### src/rtl/i2s_clkgen_pkg.sv
package i2s_clkgen_pkg;

  localparam int SLOT_W = 6;

  localparam logic [2:0] DLEN_32 = 3'd0;
  localparam logic [2:0] DLEN_24 = 3'd1;
  localparam logic [2:0] DLEN_20 = 3'd2;
  localparam logic [2:0] DLEN_18 = 3'd3;
  localparam logic [2:0] DLEN_16 = 3'd4;
  localparam logic [2:0] DLEN_8  = 3'd5;

  typedef enum logic [1:0] {SLOT_8, SLOT_16, SLOT_24, SLOT_32} slot_e;

  function automatic slot_e slot_pick(logic [2:0] dl, logic s24);
    slot_e s;
    case (dl)
      DLEN_24, DLEN_20, DLEN_18: s = s24 ? SLOT_24 : SLOT_32;
      DLEN_16:                   s = SLOT_16;
      DLEN_8:                    s = SLOT_8;
      default:                   s = SLOT_32;
    endcase
    return s;
  endfunction

  function automatic logic [SLOT_W-1:0] slot_bits(slot_e s);
    logic [SLOT_W-1:0] b;
    case (s)
      SLOT_8:  b = SLOT_W'(8);
      SLOT_16: b = SLOT_W'(16);
      SLOT_24: b = SLOT_W'(24);
      default: b = SLOT_W'(32);
    endcase
    return b;
  endfunction

  function automatic logic dlen_bad(logic [2:0] dl);
    return dl > DLEN_8;
  endfunction

endpackage

### src/rtl/i2s_rst_sync.sv
module i2s_rst_sync #(
  parameter int STAGES = 2
) (
  input  logic clk,
  input  logic arst_n,
  output logic rst_n
);
  logic [STAGES-1:0] sync_q;

  always_ff @(posedge clk or negedge arst_n) begin
    if (!arst_n) sync_q <= '0;
    else         sync_q <= {sync_q[STAGES-2:0], 1'b1};
  end

  assign rst_n = sync_q[STAGES-1];
endmodule

### src/rtl/i2s_cfg_unit.sv
module i2s_cfg_unit
  import i2s_clkgen_pkg::*;
#(
  parameter int RATIO_W = 4,
  parameter int DIV_W   = RATIO_W + 1
) (
  input  logic               clk,
  input  logic               rst_n,
  input  logic               wr_en,
  input  logic [2:0]         dlen_d,
  input  logic               s24_d,
  input  logic               mck_d,
  input  logic [RATIO_W-1:0] ratio_d,
  output logic               mck_q,
  output logic [SLOT_W-1:0]  slot_len,
  output logic [DIV_W-1:0]   half_div,
  output logic               err
);
  logic [2:0]         dlen_q, dlen_n;
  logic               s24_q, s24_n, mck_n;
  logic [RATIO_W-1:0] ratio_q, ratio_n;

  always_comb begin
    dlen_n  = dlen_q;
    s24_n   = s24_q;
    mck_n   = mck_q;
    ratio_n = ratio_q;
    if (wr_en) begin
      dlen_n  = dlen_d;
      s24_n   = s24_d;
      mck_n   = mck_d;
      ratio_n = ratio_d;
    end
  end

  always_ff @(posedge clk or negedge rst_n) begin
    if (!rst_n) begin
      dlen_q  <= '0;
      s24_q   <= 1'b0;
      mck_q   <= 1'b0;
      ratio_q <= '0;
    end else begin
      dlen_q  <= dlen_n;
      s24_q   <= s24_n;
      mck_q   <= mck_n;
      ratio_q <= ratio_n;
    end
  end

  // Frame = 16*(N+1) master periods = 2*slot bit periods = 4*slot*D source cycles.
  localparam logic [DIV_W-1:0] THREE = DIV_W'(3);
  localparam logic [DIV_W-1:0] ONE   = DIV_W'(1);

  slot_e            slot;
  logic [DIV_W-1:0] np1, quo;
  logic             exact, bad_len;

  always_comb begin
    slot    = slot_pick(dlen_q, s24_q);
    bad_len = dlen_bad(dlen_q);
    np1     = DIV_W'(ratio_q) + ONE;
    exact   = 1'b1;
    quo     = np1;
    case (slot)
      SLOT_32: begin exact = (np1[1:0] == 2'b00); quo = np1 >> 2; end
      SLOT_24: begin exact = ((np1 % THREE) == '0); quo = np1 / THREE; end
      SLOT_16: begin exact = !np1[0]; quo = np1 >> 1; end
      default: begin exact = 1'b1; quo = np1; end
    endcase
    if (!mck_q) begin
      err      = bad_len;
      half_div = ONE;
    end else begin
      err      = bad_len | !exact | (quo == ONE);
      half_div = err ? ONE : quo;
    end
    slot_len = slot_bits(slot);
  end
endmodule

### src/rtl/i2s_sck_div.sv
module i2s_sck_div #(
  parameter int DIV_W = 5
) (
  input  logic             clk,
  input  logic             rst_n,
  input  logic             run,
  input  logic [DIV_W-1:0] half_div,
  output logic             sck,
  output logic             fall
);
  logic [DIV_W-1:0] cnt_q, cnt_n;
  logic             sck_n, wrap;

  assign wrap = (cnt_q == half_div - DIV_W'(1));
  assign fall = run & wrap & sck;

  always_comb begin
    cnt_n = cnt_q;
    sck_n = sck;
    if (!run) begin
      cnt_n = '0;
      sck_n = 1'b0;
    end else if (wrap) begin
      cnt_n = '0;
      sck_n = ~sck;
    end else begin
      cnt_n = cnt_q + DIV_W'(1);
    end
  end

  always_ff @(posedge clk or negedge rst_n) begin
    if (!rst_n) begin
      cnt_q <= '0;
      sck   <= 1'b0;
    end else begin
      cnt_q <= cnt_n;
      sck   <= sck_n;
    end
  end
endmodule

### src/rtl/i2s_frame_seq.sv
module i2s_frame_seq #(
  parameter int SLOT_W = 6,
  parameter int BIT_W  = SLOT_W + 1
) (
  input  logic              clk,
  input  logic              rst_n,
  input  logic              run,
  input  logic              fall,
  input  logic [SLOT_W-1:0] slot_len,
  output logic              ws,
  output logic              frame_end
);
  logic [BIT_W-1:0] bit_q, bit_n;
  logic [BIT_W-1:0] half_last, frame_last_v;
  logic             ws_n, at_last;

  assign half_last    = BIT_W'(slot_len) - BIT_W'(1);
  assign frame_last_v = (BIT_W'(slot_len) << 1) - BIT_W'(1);
  assign at_last      = (bit_q == frame_last_v);
  assign frame_end    = fall & at_last;

  always_comb begin
    bit_n = bit_q;
    ws_n  = ws;
    if (!run) begin
      bit_n = '0;
      ws_n  = 1'b0;
    end else if (fall) begin
      if (at_last) begin
        bit_n = '0;
        ws_n  = 1'b0;
      end else begin
        bit_n = bit_q + BIT_W'(1);
        if (bit_q == half_last) ws_n = 1'b1;
      end
    end
  end

  always_ff @(posedge clk or negedge rst_n) begin
    if (!rst_n) begin
      bit_q <= '0;
      ws    <= 1'b0;
    end else begin
      bit_q <= bit_n;
      ws    <= ws_n;
    end
  end
endmodule

### src/rtl/i2s_clkgen.sv
module i2s_clkgen
  import i2s_clkgen_pkg::*;
#(
  parameter int RATIO_W     = 4,
  parameter int SYNC_STAGES = 2
) (
  input  logic               clk_i,
  input  logic               arst_n_i,
  input  logic               cfg_wr_i,
  input  logic [2:0]         cfg_dlen_i,
  input  logic               cfg_slot24_i,
  input  logic               cfg_mclk_en_i,
  input  logic [RATIO_W-1:0] cfg_ratio_i,
  input  logic               start_i,
  input  logic               stop_i,
  output logic               sck_o,
  output logic               ws_o,
  output logic               mclk_o,
  output logic               running_o,
  output logic               cfg_err_o
);
  localparam int DIV_W = RATIO_W + 1;

  logic              rst_sync_n;
  logic              run_q, run_n, stop_pend_q, stop_pend_n;
  logic              mclk_n;
  logic              mck_mode;
  logic [SLOT_W-1:0] slot_len;
  logic [DIV_W-1:0]  half_div;
  logic              sck_fall, frame_end;

  i2s_rst_sync #(.STAGES(SYNC_STAGES)) u_rst (
    .clk(clk_i), .arst_n(arst_n_i), .rst_n(rst_sync_n)
  );

  i2s_cfg_unit #(.RATIO_W(RATIO_W), .DIV_W(DIV_W)) u_cfg (
    .clk(clk_i), .rst_n(rst_sync_n), .wr_en(cfg_wr_i & ~run_q),
    .dlen_d(cfg_dlen_i), .s24_d(cfg_slot24_i), .mck_d(cfg_mclk_en_i),
    .ratio_d(cfg_ratio_i), .mck_q(mck_mode), .slot_len(slot_len),
    .half_div(half_div), .err(cfg_err_o)
  );

  i2s_sck_div #(.DIV_W(DIV_W)) u_div (
    .clk(clk_i), .rst_n(rst_sync_n), .run(run_q), .half_div(half_div),
    .sck(sck_o), .fall(sck_fall)
  );

  i2s_frame_seq #(.SLOT_W(SLOT_W)) u_seq (
    .clk(clk_i), .rst_n(rst_sync_n), .run(run_q), .fall(sck_fall),
    .slot_len(slot_len), .ws(ws_o), .frame_end(frame_end)
  );

  always_comb begin
    run_n       = run_q;
    stop_pend_n = stop_pend_q;
    if (!run_q) begin
      stop_pend_n = 1'b0;
      run_n       = start_i & ~cfg_err_o;
    end else begin
      if (stop_i) stop_pend_n = 1'b1;
      if (frame_end && (stop_pend_q || stop_i)) begin
        run_n       = 1'b0;
        stop_pend_n = 1'b0;
      end
    end
    mclk_n = (run_q & run_n & mck_mode) ? ~mclk_o : 1'b0;
  end

  always_ff @(posedge clk_i or negedge rst_sync_n) begin
    if (!rst_sync_n) begin
      run_q       <= 1'b0;
      stop_pend_q <= 1'b0;
      mclk_o      <= 1'b0;
    end else begin
      run_q       <= run_n;
      stop_pend_q <= stop_pend_n;
      mclk_o      <= mclk_n;
    end
  end

  assign running_o = run_q;
endmodule

### config.mk
export PLATFORM = sky130hd
export DESIGN_NAME = i2s_clkgen
export DESIGN_NICKNAME = d
export VERILOG_FILES = /design/src/rtl/i2s_clkgen_pkg.sv /design/src/rtl/i2s_rst_sync.sv /design/src/rtl/i2s_cfg_unit.sv /design/src/rtl/i2s_sck_div.sv /design/src/rtl/i2s_frame_seq.sv /design/src/rtl/i2s_clkgen.sv
export SDC_FILE = /design/constraint.sdc
export NUM_CORES = 1
export LEC_CHECK = 0
export BUFFER_PORTS_ARGS = -buffer_cell sky130_fd_sc_hd__buf_2
export CAP_MARGIN = 15
export CORE_ASPECT_RATIO = 0.9
export CORE_UTILIZATION = 30
export CTS_CLUSTER_DIAMETER = 100
export DETAILED_ROUTE_END_ITERATION = 10
export PLACE_DENSITY = 0.55
export REMOVE_ABC_BUFFERS = 1
export SKIP_LAST_GASP = 1
export SLEW_MARGIN = 0
export SYNTH_ARGS = -nofsm -noshare
export SYNTH_HDL_FRONTEND = slang
export SYNTH_SLANG_ARGS = --single-unit
### constraint.sdc
create_clock -name clk_i -period 5.3 [get_ports clk_i]
set_input_delay 1.06 -clock clk_i [delete_from_list [all_inputs] [get_ports clk_i]]
set_output_delay 1.06 -clock clk_i [all_outputs]
set_load 0.02 [all_outputs]
* Word level (Yosys, flattened, before mapping)
Index checks and enable logic that the tools add are counted.
** Storage, ports and cells
- Register bits :: 28
- Input port bits :: 14
- Output and inout port bits :: 5
- Word-level logic and storage cells :: 84
** Operators by class
- Add/sub/neg operators :: 6
- Divide/modulo/power cells :: 2
- $lt $le $gt $ge :: 1
- Eq/ne operators :: 16
- Multiplexer cells :: 25
- Bitwise operators :: 13
- Reduce and logical (&&, ||, !) cells :: 9
** Operators with widths (count)
- $mux W7 :: 3
- $mux W5 :: 4
- $pmux W6 S3 :: 1
- $pmux W5 S3 :: 1
- $eq A7 B7 Y1 :: 2
- $mux W1 :: 14
- $add A7 B1 Y7 const B :: 1
- $and A1 B1 Y1 :: 7
- $sub A6 B1 Y7 const B :: 1
- $sub A7 B1 Y7 const B :: 1
- $eq A3 B2 Y1 const B :: 2
- $eq A3 B3 Y1 const B :: 2
- $pmux W2 S3 :: 1
- $add A4 B1 Y5 const B :: 1
- $add A5 B1 Y5 const B :: 1
- $div A5 B2 Y5 const B :: 1
- $eq A5 B1 Y1 const B :: 1
- $eq A5 B5 Y1 :: 1
- $logic_not A5 Y1 :: 1
- $mod A5 B2 Y5 const B :: 1
- $sub A5 B1 Y5 const B :: 1
- $eq A2 B2 Y1 const B :: 2
- $logic_not A2 Y1 :: 2
- $ne A2 B1 Y1 const B :: 2
- 13 further kinds :: 18

* Longest topological paths before layout
- Depth after elaboration :: 21
- Mapped depth :: 25
- Mapped depth without buffers :: 23

* By module
Synthesis repeated with hierarchy kept, for this count alone.
** Second synthesis, totals
- Cells, all modules :: 271
- Area total of the unflattened synthesis :: 2506.2 um^2
** Modules (own cells, without submodules)
- i2s_cfg_unit :: times used 1, cells an instance 141, area an instance 1188.6 um^2, sequential area each 225.2 um^2
- i2s_frame_seq :: times used 1, cells an instance 78, area an instance 719.4 um^2, sequential area each 200.2 um^2
- i2s_sck_div :: times used 1, cells an instance 38, area an instance 414.1 um^2, sequential area each 150.1 um^2
- i2s_clkgen :: times used 1, cells an instance 11, area an instance 130.1 um^2, sequential area each 75.1 um^2
- i2s_rst_sync :: times used 1, cells an instance 3, area an instance 53.8 um^2, sequential area each 50.0 um^2

* Worst setup path after synthesis
Ideal clock, no wire load.
- Path kind :: register -> register
- From :: reg u_cfg.ratio_q[1]
- To :: reg u_div.sck
- Library setup time :: 80 ps
- Data arrival time :: 5234 ps
- Data required time :: 5220 ps
- Path slack :: -14 ps
- Stages on the path, launching flop included :: 26
- Buffers on the path :: 2
- Period minus slack after synthesis :: 5314 ps
- Cell sequence :: dfrtp_1 > ha_1 > buf_4 > xnor2_1 > inv_1 > ha_1 > and2b_4 > o211ai_2 > o211a_4 > xnor2_1 > ha_1 > nor2_1 > nand3_1 > nor3_1 > mux2i_1 > o211ai_1 > nand2_1 > a311o_1 > ha_1 > xnor2_1 > nand2_1 > o32ai_1 > a31oi_1 > clkbuf_1 > or4_1 > a21oi_1
** Between the ends
- Word-level cells in the longest chain between the ends :: 12
- Elaborated cells on any way between the ends :: 16
- Those cells by class :: 2 x add/sub; 2 x div; 3 x eq/ne; 4 x mux; 2 x bitwise; 3 x reduce/logical
** RTL lines
- from (decl) :: line i2s_cfg_unit.sv:21 : logic [RATIO_W-1:0] ratio_q, ratio_n;
- from (signal assigned) :: line i2s_cfg_unit.sv:46 : ratio_q <= ratio_n;
- $add A4 B1 Y5 * :: line i2s_cfg_unit.sv:61 : np1 = DIV_W'(ratio_q) + ONE;
- $mod A5 B2 Y5 :: line i2s_cfg_unit.sv:66 : SLOT_24: begin exact = ((np1 % THREE) == '0); quo = np1 / THREE; end
- $logic_not A5 Y1 :: line i2s_cfg_unit.sv:66
- $pmux W1 S3 :: line i2s_cfg_unit.sv:64 : case (slot)
- $logic_not A1 Y1 :: line i2s_cfg_unit.sv:74 : err = bad_len | !exact | (quo == ONE);
- $or A1 B1 Y1 (2 in series) :: line i2s_cfg_unit.sv:74
- $mux W5 * :: line i2s_cfg_unit.sv:75 : half_div = err ? ONE : quo;
- $mux W5 * :: line i2s_cfg_unit.sv:70 : if (!mck_q) begin
- $sub A5 B1 Y5 * :: line i2s_sck_div.sv:14 : assign wrap = (cnt_q == half_div - DIV_W'(1));
- $eq A5 B5 Y1 * :: line i2s_sck_div.sv:14
- $ne A2 B1 Y1 (no line) *
- to (signal assigned) :: line i2s_sck_div.sv:37 : sck <= sck_n;
- to (decl) :: line i2s_sck_div.sv:8 : output logic sck,
Mark *: on every way between the ends. The rest lies on a longest branch, timed or not.
A chain may end at the register's enable or synchronous reset.

* Final worst setup path
- From :: reg u_cfg.ratio_q[1]
- To :: reg u_seq.ws
** Between the ends
- Word-level cells in the longest chain between the ends :: 15
- Elaborated cells on any way between the ends :: 19
- Those cells by class :: 2 x add/sub; 2 x div; 3 x eq/ne; 4 x mux; 4 x bitwise; 4 x reduce/logical
** RTL lines
- $add A4 B1 Y5 * :: line i2s_cfg_unit.sv:61
- $mod A5 B2 Y5 :: line i2s_cfg_unit.sv:66
- $logic_not A5 Y1 :: line i2s_cfg_unit.sv:66
- $pmux W1 S3 :: line i2s_cfg_unit.sv:64
- $logic_not A1 Y1 :: line i2s_cfg_unit.sv:74
- $or A1 B1 Y1 (2 in series) :: line i2s_cfg_unit.sv:74
- $mux W5 * :: line i2s_cfg_unit.sv:75
- $mux W5 * :: line i2s_cfg_unit.sv:70
- $sub A5 B1 Y5 * :: line i2s_sck_div.sv:14
- $eq A5 B5 Y1 * :: line i2s_sck_div.sv:14
- $and A1 B1 Y1 * (2 in series) :: line i2s_sck_div.sv:15 : assign fall = run & wrap & sck;
- $ne A2 B1 Y1 (no line) *
- $reduce_and A2 Y1 (no line) *
- to (signal assigned) :: line i2s_frame_seq.sv:45 : ws <= ws_n;
- to (decl) :: line i2s_frame_seq.sv:10 : output logic ws,
Marked as above.

==> out/results.txt <==
Status: completed
Cell count after synthesis: 244
P per Cell Area: 307 mW/mm^2
Later-pin clock latency in the skew report: 0.27 ns
Core Region: 0.00676 mm^2
P_sw: 350 uW
Library cells used by synthesis: 63
Die area: 0.00754 mm^2
Pre-CTS setup slack: -0.0668 ns
Rel. slew slack: 43.7%
Cell with the most instances after synthesis: dfrtp_1
Clk root buf: clkbuf_8
Drt first pass iters: 4
Clk pin slew, worst setup/hold paths: 0.09 ns
Count of pins over their slew limit: 0
Metal-1 WL: 2.70 mm
WL met2: 2.68 mm
Fmax achieved: 0.195 GHz
Grt ovf: 0
Hold Crit Class: flip-flop to asynchronous set/reset pin
Crit path launch type: flip-flop
Routed len/inst: 15.0 um
Leading register cell type out of synthesis: dfrtp_1
Syn avg cell area: 8.85 um^2
Vias in the first global route: 1,846
Initial antenna violation count: 0
Largest cells by area after synthesis: dfrtp_1, ha_1, xnor2_1, nand2_1, mux2_2
Layout cells sized above 1: 33.0%
CTS tree: built
Area growth syn-to-layout: 30.2%
CP arrival: 5.29 ns
Clock buffer depth: 2
Least-Margin Pin Slew: 0.842 ns
Crit. End Element: flip-flop
Tmin final: 5.13 ns
Fin crit share: 96.7%
RSZ-0062 raised after global routing: yes
#FFs+latches synth: 28
Reg area: 702 um^2
Crit Path Class: flip-flop to flip-flop
Vias: 1,984
Initial core utilization: 31.9%
Top-area cell type share of the netlist area: 32.4%
FFs w/ async S/R, synth: 100%
Clk pwr share: 13.0%
DP HPWL: 3.96 mm
DRC violations left: 0
Top cells by count, synth: dfrtp_1, nand2_1, nor2_1, nand3_1, o21ai_0
Seq pwr share: 35.1%
Avg Vias per Cell: 5.38
Multi-input gate area: 0.00163 mm^2
Routability cong.: 0.821
Worst vdd ir: 134 uV
Largest net degree at the start of global routing: 27
Comb power frac: 51.9%
Share of the yosys chip area belonging to registers: 32.4%
Post-Layout Cell Count: 369
Row count: 28
# port buffers: 18
1st-iter DRT viols: 126
CTS H-Tree Depth: 1
Switch share: 40.6%
Final Worst Setup Slack: 0.173 ns
IO Pins: 19
Synth area leader: dfrtp_1
DR top layer: met4
Final nets: 303
Met3 Routed Length: 138 um
Setup Viol. Count Final: 0
Ys Warns: 0
Post-synth EDFFs: 0
First-pass GRT wire length: 8.80 mm
Worst EP required: 5.46 ns
Post-DRT Antenna Nets: 0
Static Leakage: 0.00110 uW
GR Util All Layers: 14.4%
CTS sink count: 28
Placed cell area: 0.00243 mm^2
Crit-path max FO: 7
Clock skew: 0.00266 ns
Hold_ws: 0.210 ns
Overall die height: 82.5 um
Final core occ: 41.6%
Number of diodes: 0
Placed insts: 358
Total Routed Length: 5.54 mm
Max-cap violations: 0
Number of fill cells: 674
Fin. Hold Viols: 0
Inserted Clock Buffers: 3
Int Pwr: 512 uW
Post-synthesis cell area: 0.00216 mm^2
Final instance area: 0.00281 mm^2
Hold-fix buffers, CTS: 0
Die X-Extent: 91.4 um
-- cell type report --
class	instances	share of cell area [%]
clock buffers	3	1.47
multi-input cells	196	57.9
repair buffers	40	10.1
flip-flops and latches	28	25.0
inverters	12	1.60
well taps	90	4.01
-- logic make-up (layout without fill, tap and decap cells) --
family | Yosys count | in the layout | synth area share [%]
AO/OA/AOI/OAI | 60 | 60 | 21.7
XOR/XNOR | 15 | 15 | 6.08
adder cells (fa/ha/maj) | 8 | 8 | 4.64
buffers and inverters | 20 | 55 | 3.82
flip-flops | 28 | 28 | 32.4
multiplexers | 11 | 11 | 5.45
other | 1 | 1 | 0.174
AND/OR/NAND/NOR | 101 | 101 | 25.7
-- sequential cells by signal, summed over array words and instances (netlist names), 2 cells and up --
register and flops:
u_rst.sync_q 2, u_div.cnt_q 5, u_seq.bit_q 7, u_cfg.dlen_q 3, u_cfg.ratio_q 4
-- power by group through the flow --
stage	Combinational, uW	Clock (uW)	Sequential [uW]
CTS	366	118	300
detailed placement	341	0	303
floorplan	248	0	297
global placement	337	0	302
global route	494	124	311
finish	447	112	303
-- critical path, cell delays in order, from the launching register on --
cell	delay, ns
dfrtp_1	0.42
buf_6	0.13
nand3_4	0.08
xor2_4	0.17
a21oi_2	0.18
ha_4	0.20
and2b_4	0.21
o211ai_4	0.22
o211a_4	0.22
xnor2_2	0.08
ha_1	0.30
nor2_2	0.15
nand3_2	0.08
nor3_2	0.16
mux2i_1	0.09
o211ai_1	0.22
nand2_1	0.09
a311o_1	0.33
ha_4	0.20
xnor2_4	0.19
nand2_2	0.10
o32ai_4	0.29
a31oi_4	0.16
or3_4	0.46
o221a_2	0.30
-- metrics by stage --
stage	setup TNS (ns)	power [uW]
final	0	862
after global routing	-0.878	929
after CTS	0	784
after detailed placement	-0.213	644
after global placement	0	639
after floorplan	-0.943	545
-- per-layer routing --
layer  global-route usage (%)  vias to the layer above
li1                         -                      985
met1                     19.7                      963
met2                     25.0                       34
met3                     1.37                        2
met4                     2.54                        0
met5                        0                        -
-- path summary, 6_finish.rpt --
check,startpoint,end,slack [ns],cells past startpoint
worst max register to register,u_cfg.ratio_q[1],u_seq.ws,0.17,24
max in group asynchronous,u_rst.sync_q[1],u_div.cnt_q[4],4.63,1
worst max-delay path,u_cfg.ratio_q[1],u_seq.ws,0.17,24
worst min register to register,u_rst.sync_q[1],u_cfg.dlen_q[2],0.21,0
min in group clk_i,u_rst.sync_q[0],u_rst.sync_q[1],0.36,0
worst min-delay path,u_rst.sync_q[1],u_cfg.dlen_q[2],0.21,0
-- placed cells by master, fill, tap and decap left out, types with 5 or more instances in the layout --
cell type  count
dfrtp_1       27
nand2_1       21
ha_1           5
o21ai_0       12
buf_4         19
buf_2         18
nand2b_1       5
nor2_1        16
nor3_1         7
a21oi_1        6
nand3_1       11
xnor2_1        7
inv_1          9
mux2i_1        5
nor4_1         6
mux2_2         6
-- repair_timing --
item	CTS	global route
setup buffers	1	6
gates resized for setup	5	37
pin swaps	1	17
endpoints found under the setup margin	11	18
cloned	0	0
(Power assumes the default switching activity.)
